<file path="src/rtl/kbd_inbox_pkg.sv">
package kbd_inbox_pkg;
    localparam int DATA_W   = 8;
    localparam int FULL_BIT = 1;
    localparam int CMD_BIT  = 3;

    typedef struct packed {
        logic [DATA_W-1:0] data;
        logic              full;
        logic              cmd;
    } chan_state_t;
endpackage

</file>
<file path="src/rtl/kbd_inbox_sync.sv">
module kbd_inbox_sync #(
    parameter int   STAGES  = 2,
    parameter logic RST_VAL = 1'b1
) (
    input  logic clk,
    input  logic rst_n,
    input  logic async_i,
    output logic rise_o
);
    localparam int W = STAGES + 1;

    logic [W-1:0] sh_d, sh_q;

    always_comb begin
        sh_d = {sh_q[W-2:0], async_i};
    end

    always_ff @(posedge clk or negedge rst_n) begin
        if (!rst_n) sh_q <= {W{RST_VAL}};
        else        sh_q <= sh_d;
    end

    assign rise_o = sh_q[STAGES-1] & ~sh_q[STAGES];

    // a strobe rise gives exactly one capture pulse
    p_pulse_single_r2: assert property (@(posedge clk) disable iff (!rst_n)
        rise_o |=> !rise_o);
endmodule

</file>
<file path="src/rtl/kbd_inbox_chan.sv">
module kbd_inbox_chan
    import kbd_inbox_pkg::*;
(
    input  logic              clk,
    input  logic              rst_n,
    input  logic              wr_rise_i,
    input  logic              cs_n_i,
    input  logic              a0_i,
    input  logic [DATA_W-1:0] din_i,
    input  logic              rd_clr_i,
    input  logic              en_i,
    output logic [DATA_W-1:0] data_o,
    output logic              full_o,
    output logic              cmd_o,
    output logic              irq_o
);
    chan_state_t st_d, st_q;
    logic        cap;

    assign cap = wr_rise_i & ~cs_n_i;

    always_comb begin
        st_d = st_q;
        if (cap) begin
            st_d.data = din_i;
            st_d.cmd  = a0_i;
            st_d.full = 1'b1;
        end else if (rd_clr_i) begin
            st_d.full = 1'b0;
        end
    end

    always_ff @(posedge clk or negedge rst_n) begin
        if (!rst_n) st_q <= '0;
        else        st_q <= st_d;
    end

    assign data_o = st_q.data;
    assign full_o = st_q.full;
    assign cmd_o  = st_q.cmd;
    assign irq_o  = st_q.full & en_i;

    p_fill_sets_full_r4: assert property (@(posedge clk) disable iff (!rst_n)
        cap |=> st_q.full);
    p_read_clears_r5: assert property (@(posedge clk) disable iff (!rst_n)
        (rd_clr_i && !cap) |=> !st_q.full);
    p_cmd_capture_r3: assert property (@(posedge clk) disable iff (!rst_n)
        cap |=> (st_q.cmd == $past(a0_i)));
    p_data_hold_r2: assert property (@(posedge clk) disable iff (!rst_n)
        !cap |=> $stable(st_q.data));
endmodule

</file>
<file path="src/rtl/kbd_inbox.sv">
module kbd_inbox
    import kbd_inbox_pkg::*;
#(
    parameter int NCH    = 2,
    parameter int AW     = 3,
    parameter int STAGES = 2
) (
    input  logic              clk,
    input  logic              rst_n,
    input  logic [NCH-1:0]    host_cs_n,
    input  logic              host_wr_n,
    input  logic              host_a0,
    input  logic [DATA_W-1:0] host_data,
    input  logic [AW-1:0]     slv_addr,
    input  logic              slv_rd,
    input  logic              slv_wr,
    input  logic [DATA_W-1:0] slv_wdata,
    output logic [DATA_W-1:0] slv_rdata,
    output logic [NCH-1:0]    irq
);
    localparam logic [AW-1:0] CTRL_ADDR = AW'(2 * NCH);

    logic              wr_rise;
    logic [NCH-1:0]    ctrl_d, ctrl_q;
    logic [DATA_W-1:0] ch_data [NCH];
    logic [NCH-1:0]    ch_full, ch_cmd;
    logic              unused_wdata;

    assign unused_wdata = ^slv_wdata;

    kbd_inbox_sync #(.STAGES(STAGES), .RST_VAL(1'b1)) u_sync (
        .clk     (clk),
        .rst_n   (rst_n),
        .async_i (host_wr_n),
        .rise_o  (wr_rise)
    );

    for (genvar g = 0; g < NCH; g++) begin : g_ch
        logic rd_clr;
        assign rd_clr = slv_rd && (slv_addr == AW'(2 * g));
        kbd_inbox_chan u_chan (
            .clk       (clk),
            .rst_n     (rst_n),
            .wr_rise_i (wr_rise),
            .cs_n_i    (host_cs_n[g]),
            .a0_i      (host_a0),
            .din_i     (host_data),
            .rd_clr_i  (rd_clr),
            .en_i      (ctrl_q[g]),
            .data_o    (ch_data[g]),
            .full_o    (ch_full[g]),
            .cmd_o     (ch_cmd[g]),
            .irq_o     (irq[g])
        );
    end

    always_comb begin
        ctrl_d = ctrl_q;
        if (slv_wr && slv_addr == CTRL_ADDR) ctrl_d = slv_wdata[NCH-1:0];
    end

    always_ff @(posedge clk or negedge rst_n) begin
        if (!rst_n) ctrl_q <= '0;
        else        ctrl_q <= ctrl_d;
    end

    always_comb begin
        slv_rdata = '0;
        if (slv_addr == CTRL_ADDR) slv_rdata = DATA_W'(ctrl_q);
        for (int i = 0; i < NCH; i++) begin
            if (slv_addr == AW'(2 * i)) begin
                slv_rdata = ch_data[i];
            end else if (slv_addr == AW'(2 * i + 1)) begin
                slv_rdata[FULL_BIT] = ch_full[i];
                slv_rdata[CMD_BIT]  = ch_cmd[i];
            end
        end
    end

    // enables change only through a control-address write
    p_ctrl_hold_r7: assert property (@(posedge clk) disable iff (!rst_n)
        !(slv_wr && slv_addr == CTRL_ADDR) |=> $stable(ctrl_q));
endmodule

</file>
<file path="config.mk">
export PLATFORM = sky130hd
export DESIGN_NAME = kbd_inbox
export DESIGN_NICKNAME = d
export VERILOG_FILES = /design/src/rtl/kbd_inbox_pkg.sv /design/src/rtl/kbd_inbox_sync.sv /design/src/rtl/kbd_inbox_chan.sv /design/src/rtl/kbd_inbox.sv
export SDC_FILE = /design/constraint.sdc
export NUM_CORES = 1
export LEC_CHECK = 0
export CAP_MARGIN = 5
export CORE_MARGIN = 5
export CORE_UTILIZATION = 45
export DETAILED_ROUTE_END_ITERATION = 12
export PLACE_DENSITY_LB_ADDON = 0.25
export SLEW_MARGIN = 20
export SYNTH_ARGS = -nofsm -noshare
export SYNTH_HDL_FRONTEND = slang
export SYNTH_SLANG_ARGS = --single-unit
</file>
<file path="constraint.sdc">
create_clock -name clk -period 1.8 [get_ports clk]
set_clock_uncertainty 0.15 [all_clocks]
set_input_delay 0.36 -clock clk [delete_from_list [all_inputs] [get_ports clk]]
set_output_delay 0.36 -clock clk [all_outputs]
set_load 0.005 [all_outputs]
</file>
==> results_dict.tcl <==
set metrics [dict create \
    status "finished, violations left" \
    violations "setup timing" \
    cts_tree "built" \
    fin_ws_ns -0.143 \
    r2r_slack_ns 0.29 \
    ys.warnings.count 0 \
    wl_per_cell_um 15.3 \
    synth_mux_area_frac 0.278 \
    fmax_ghz 0.515 \
    synth_cell_types 21 \
    fillCellCount 206 \
    worst_hold_slack_ns 0.215 \
    drv_cap 0 \
    syn_inst 84 \
    dpl.hpwl_mm 1.81 \
    crit_chain "mux4_2 -> nor2b_4 -> clkbuf_2" \
    dr.pass1.iters 4 \
    synth_compound_area_frac 0.0200 \
    synth_edf_count 0 \
    io_buffer_count 30 \
    gp_congestion 0.787 \
    clkTransAtPathRegs_ns 0.13 \
    post-route-min-period_ns 1.94 \
    syn_to_final_growth_pct 32.1 \
    synth_async_sr_flop_share 1.00 \
    utilization 0.630 \
    drc 0 \
    rsz0062_at_grt "yes" \
    clockBufferDepth 2 \
    rr_startpoint "u_sync.sh_q[1]$_DFF_PN1_" \
    synth_area_leaders "dfrtp_1, mux2_2, mux2i_1" \
    io_pins 37 \
    core_area_um2 2500 \
    ys_seq_area_frac 0.528 \
    synth_top_family_by_area "multiplexers" \
    ys_ff_latch 25 \
    synth_top_area_frac 0.462 \
    initial_utilization 0.476 \
    start_kind "flip-flop" \
    critPathCaptureType "output port" \
    path_max_fanout 2 \
    power_leakage_nw 0.712 \
    path_class "reg2out" \
    vias 787 \
    clock_latency_ns 0.31 \
    p_per_area_nw_per_um2 813 \
    worst_pin_slew_ns 0.308 \
    reg2reg_depth 3 \
    globalRouteTotalUtil 0.142 \
    drtIter0Drc 6 \
    wl_mm 2.38 \
    synthesis.nets 111 \
    slew_violations 0 \
    period_share 1.08 \
    synthXorXnorAreaFrac 0 \
    ys.flop_type "dfrtp_1" \
    max-slew-margin-rel 0.795 \
    r2r_end "g_ch[1].u_chan.data_o[5]$_DFFE_PN0P_" \
    crit_arrival_ns 1.43 \
    power_w 0.00128 \
    viasPerCell 5.08 \
    avgSynthCellArea_um2 14.2 \
    cp-endpoint "slv_rdata[3]" \
    die_w_um 61.5 \
    dieArea_um2 3780 \
    die_y_um 61.5 \
    cts.sinks 25 \
    place_ws_ns -0.786 \
    slowest_stage "mux4_2" \
    grt-ovfl-total 0 \
    synthTopCellsByCount "dfrtp_1, mux2_2, mux2i_1" \
    finalHoldViolCount 0 \
    startpoint "g_ch[1].u_chan.cmd_o$_DFFE_PN0P_" \
    grt_max_degree 26 \
    core.rowCount 18 \
    setup_violations 2 \
    synth_fa_ha_area_frac 0 \
    grt_pass1_wl_mm 3.73 \
    antenna_left 0 \
    netlist_area_um2 1190 \
    ir_drop_v 0.000540 \
    numCtsBuffers 3 \
    yosys.area_share.simple 0.132 \
    hold_class "reg2reg" \
    layout.nets 153 \
    slowest_delay_ns 0.48 \
    htreeDepth 1 \
    synth_top_area_cell "dfrtp_1" \
    cts_root_buffer "clkbuf_4" \
    critPathRequiredTime_ns 1.29 \
    antenna_found_initial 0 \
    grt_pass1_vias 839 \
    yosysMostFrequentCell "dfrtp_1" \
    insertedDiodeCount 0 \
    drive_gt1_frac 0.408 \
]
## placed cells by master, fill, tap and decap left out, types with 2 or more instances in the layout
| cell | n |
|---|---|
| and2_1 | 2 |
| a21o_1 | 2 |
| dfrtp_1 | 22 |
| mux2i_1 | 8 |
| mux2_2 | 19 |
| nor2_8 | 2 |
| nand2_1 | 2 |
| clkdlybuf4s50_1 | 17 |
| clkbuf_4 | 3 |
| clkdlybuf4s15_1 | 4 |
| clkdlybuf4s15_2 | 3 |
| nor2_1 | 2 |
| nor3_1 | 6 |
| dfstp_2 | 3 |
| and3_1 | 2 |
| clkbuf_2 | 5 |
| buf_4 | 12 |
## where the power goes
part / switching (W) / internal (W) / leakage (nW)
clock: 0.000157 / 0.0000866 / 0.0150
combinational: 0.000114 / 0.000214 / 0.409
sequential: 0.0000489 / 0.000660 / 0.289
## per-layer routing
layer  vias up  wire length, um  part of all wire  GRT usage
met2        18             1190              0.50      0.245
met3         2              112             0.047     0.0210
met1       386             1060              0.45      0.167
li1        381                -                 -          -
met4         0               16            0.0067     0.0818
met5         -                0                 0          0
## worst min path at each step
stage	from	end	slack, ns	depth (start not counted)
2_1_floorplan	rst_n	ctrl_q[0]$_DFFE_PN0P_	-0.09	0
3_3_place_gp	u_sync.sh_q[0]$_DFF_PN1_	u_sync.sh_q[1]$_DFF_PN1_	0.20	0
3_5_place_dp	u_sync.sh_q[0]$_DFF_PN1_	u_sync.sh_q[1]$_DFF_PN1_	0.20	0
4_1_cts	u_sync.sh_q[0]$_DFF_PN1_	u_sync.sh_q[1]$_DFF_PN1_	0.22	0
5_1_grt	u_sync.sh_q[0]$_DFF_PN1_	u_sync.sh_q[1]$_DFF_PN1_	0.22	0
6_report	u_sync.sh_q[0]$_DFF_PN1_	u_sync.sh_q[1]$_DFF_PN1_	0.22	0
## state kept, by name, indices dropped and copies added, names as in the netlist
signal and flops:
g_ch.u_chan.data_o 16, u_sync.sh_q 3, ctrl_q 2, g_ch.u_chan.cmd_o 2
g_ch.u_chan.full_o 2
## stage by stage
step	std cells	instance area, um2	setup TNS, ns
detailed placement	149	1560	-5.39
floorplan	84	1190	0
CTS	155	1580	-0.505
global placement	149	1560	-5.03
finish	155	1570	-0.249
global route	155	1570	-0.484
## critical path, delay by kind of cell (launching register included)
kind	cells	cell delay (ns)
mux	1	0.48
simple gates	1	0.14
flops	1	0.41
buf+inv	1	0.10
## area by class of cell
class / instances / area [um2] / share of cell area
well taps: 30 / 37.5 / 0.0238
repair buffers: 42 / 364 / 0.231
clock buffers: 4 / 26.3 / 0.0167
multi-input cells: 54 / 517 / 0.328
flip-flops and latches: 25 / 629 / 0.400
## cells by family (layout without fill, tap and decap cells)
family / count (synthesis) / in the layout
multiplexers: 29 / 29
flip-flops: 25 / 25
AND/OR/NAND/NOR: 22 / 22
buffers and inverters: 5 / 46
AO/OA/AOI/OAI: 3 / 3
## what timing repair did
item | in CTS | in global routing
pin swaps | 2 | 5
endpoints found under the setup margin | 10 | 10
resized for setup | 25 | 14
endpoints found under the hold margin | 0 | 0
buffers inserted | 2 | 0
hold buffers | 0 | 0
No activity file was read; power rests on OpenSTA's default activity.
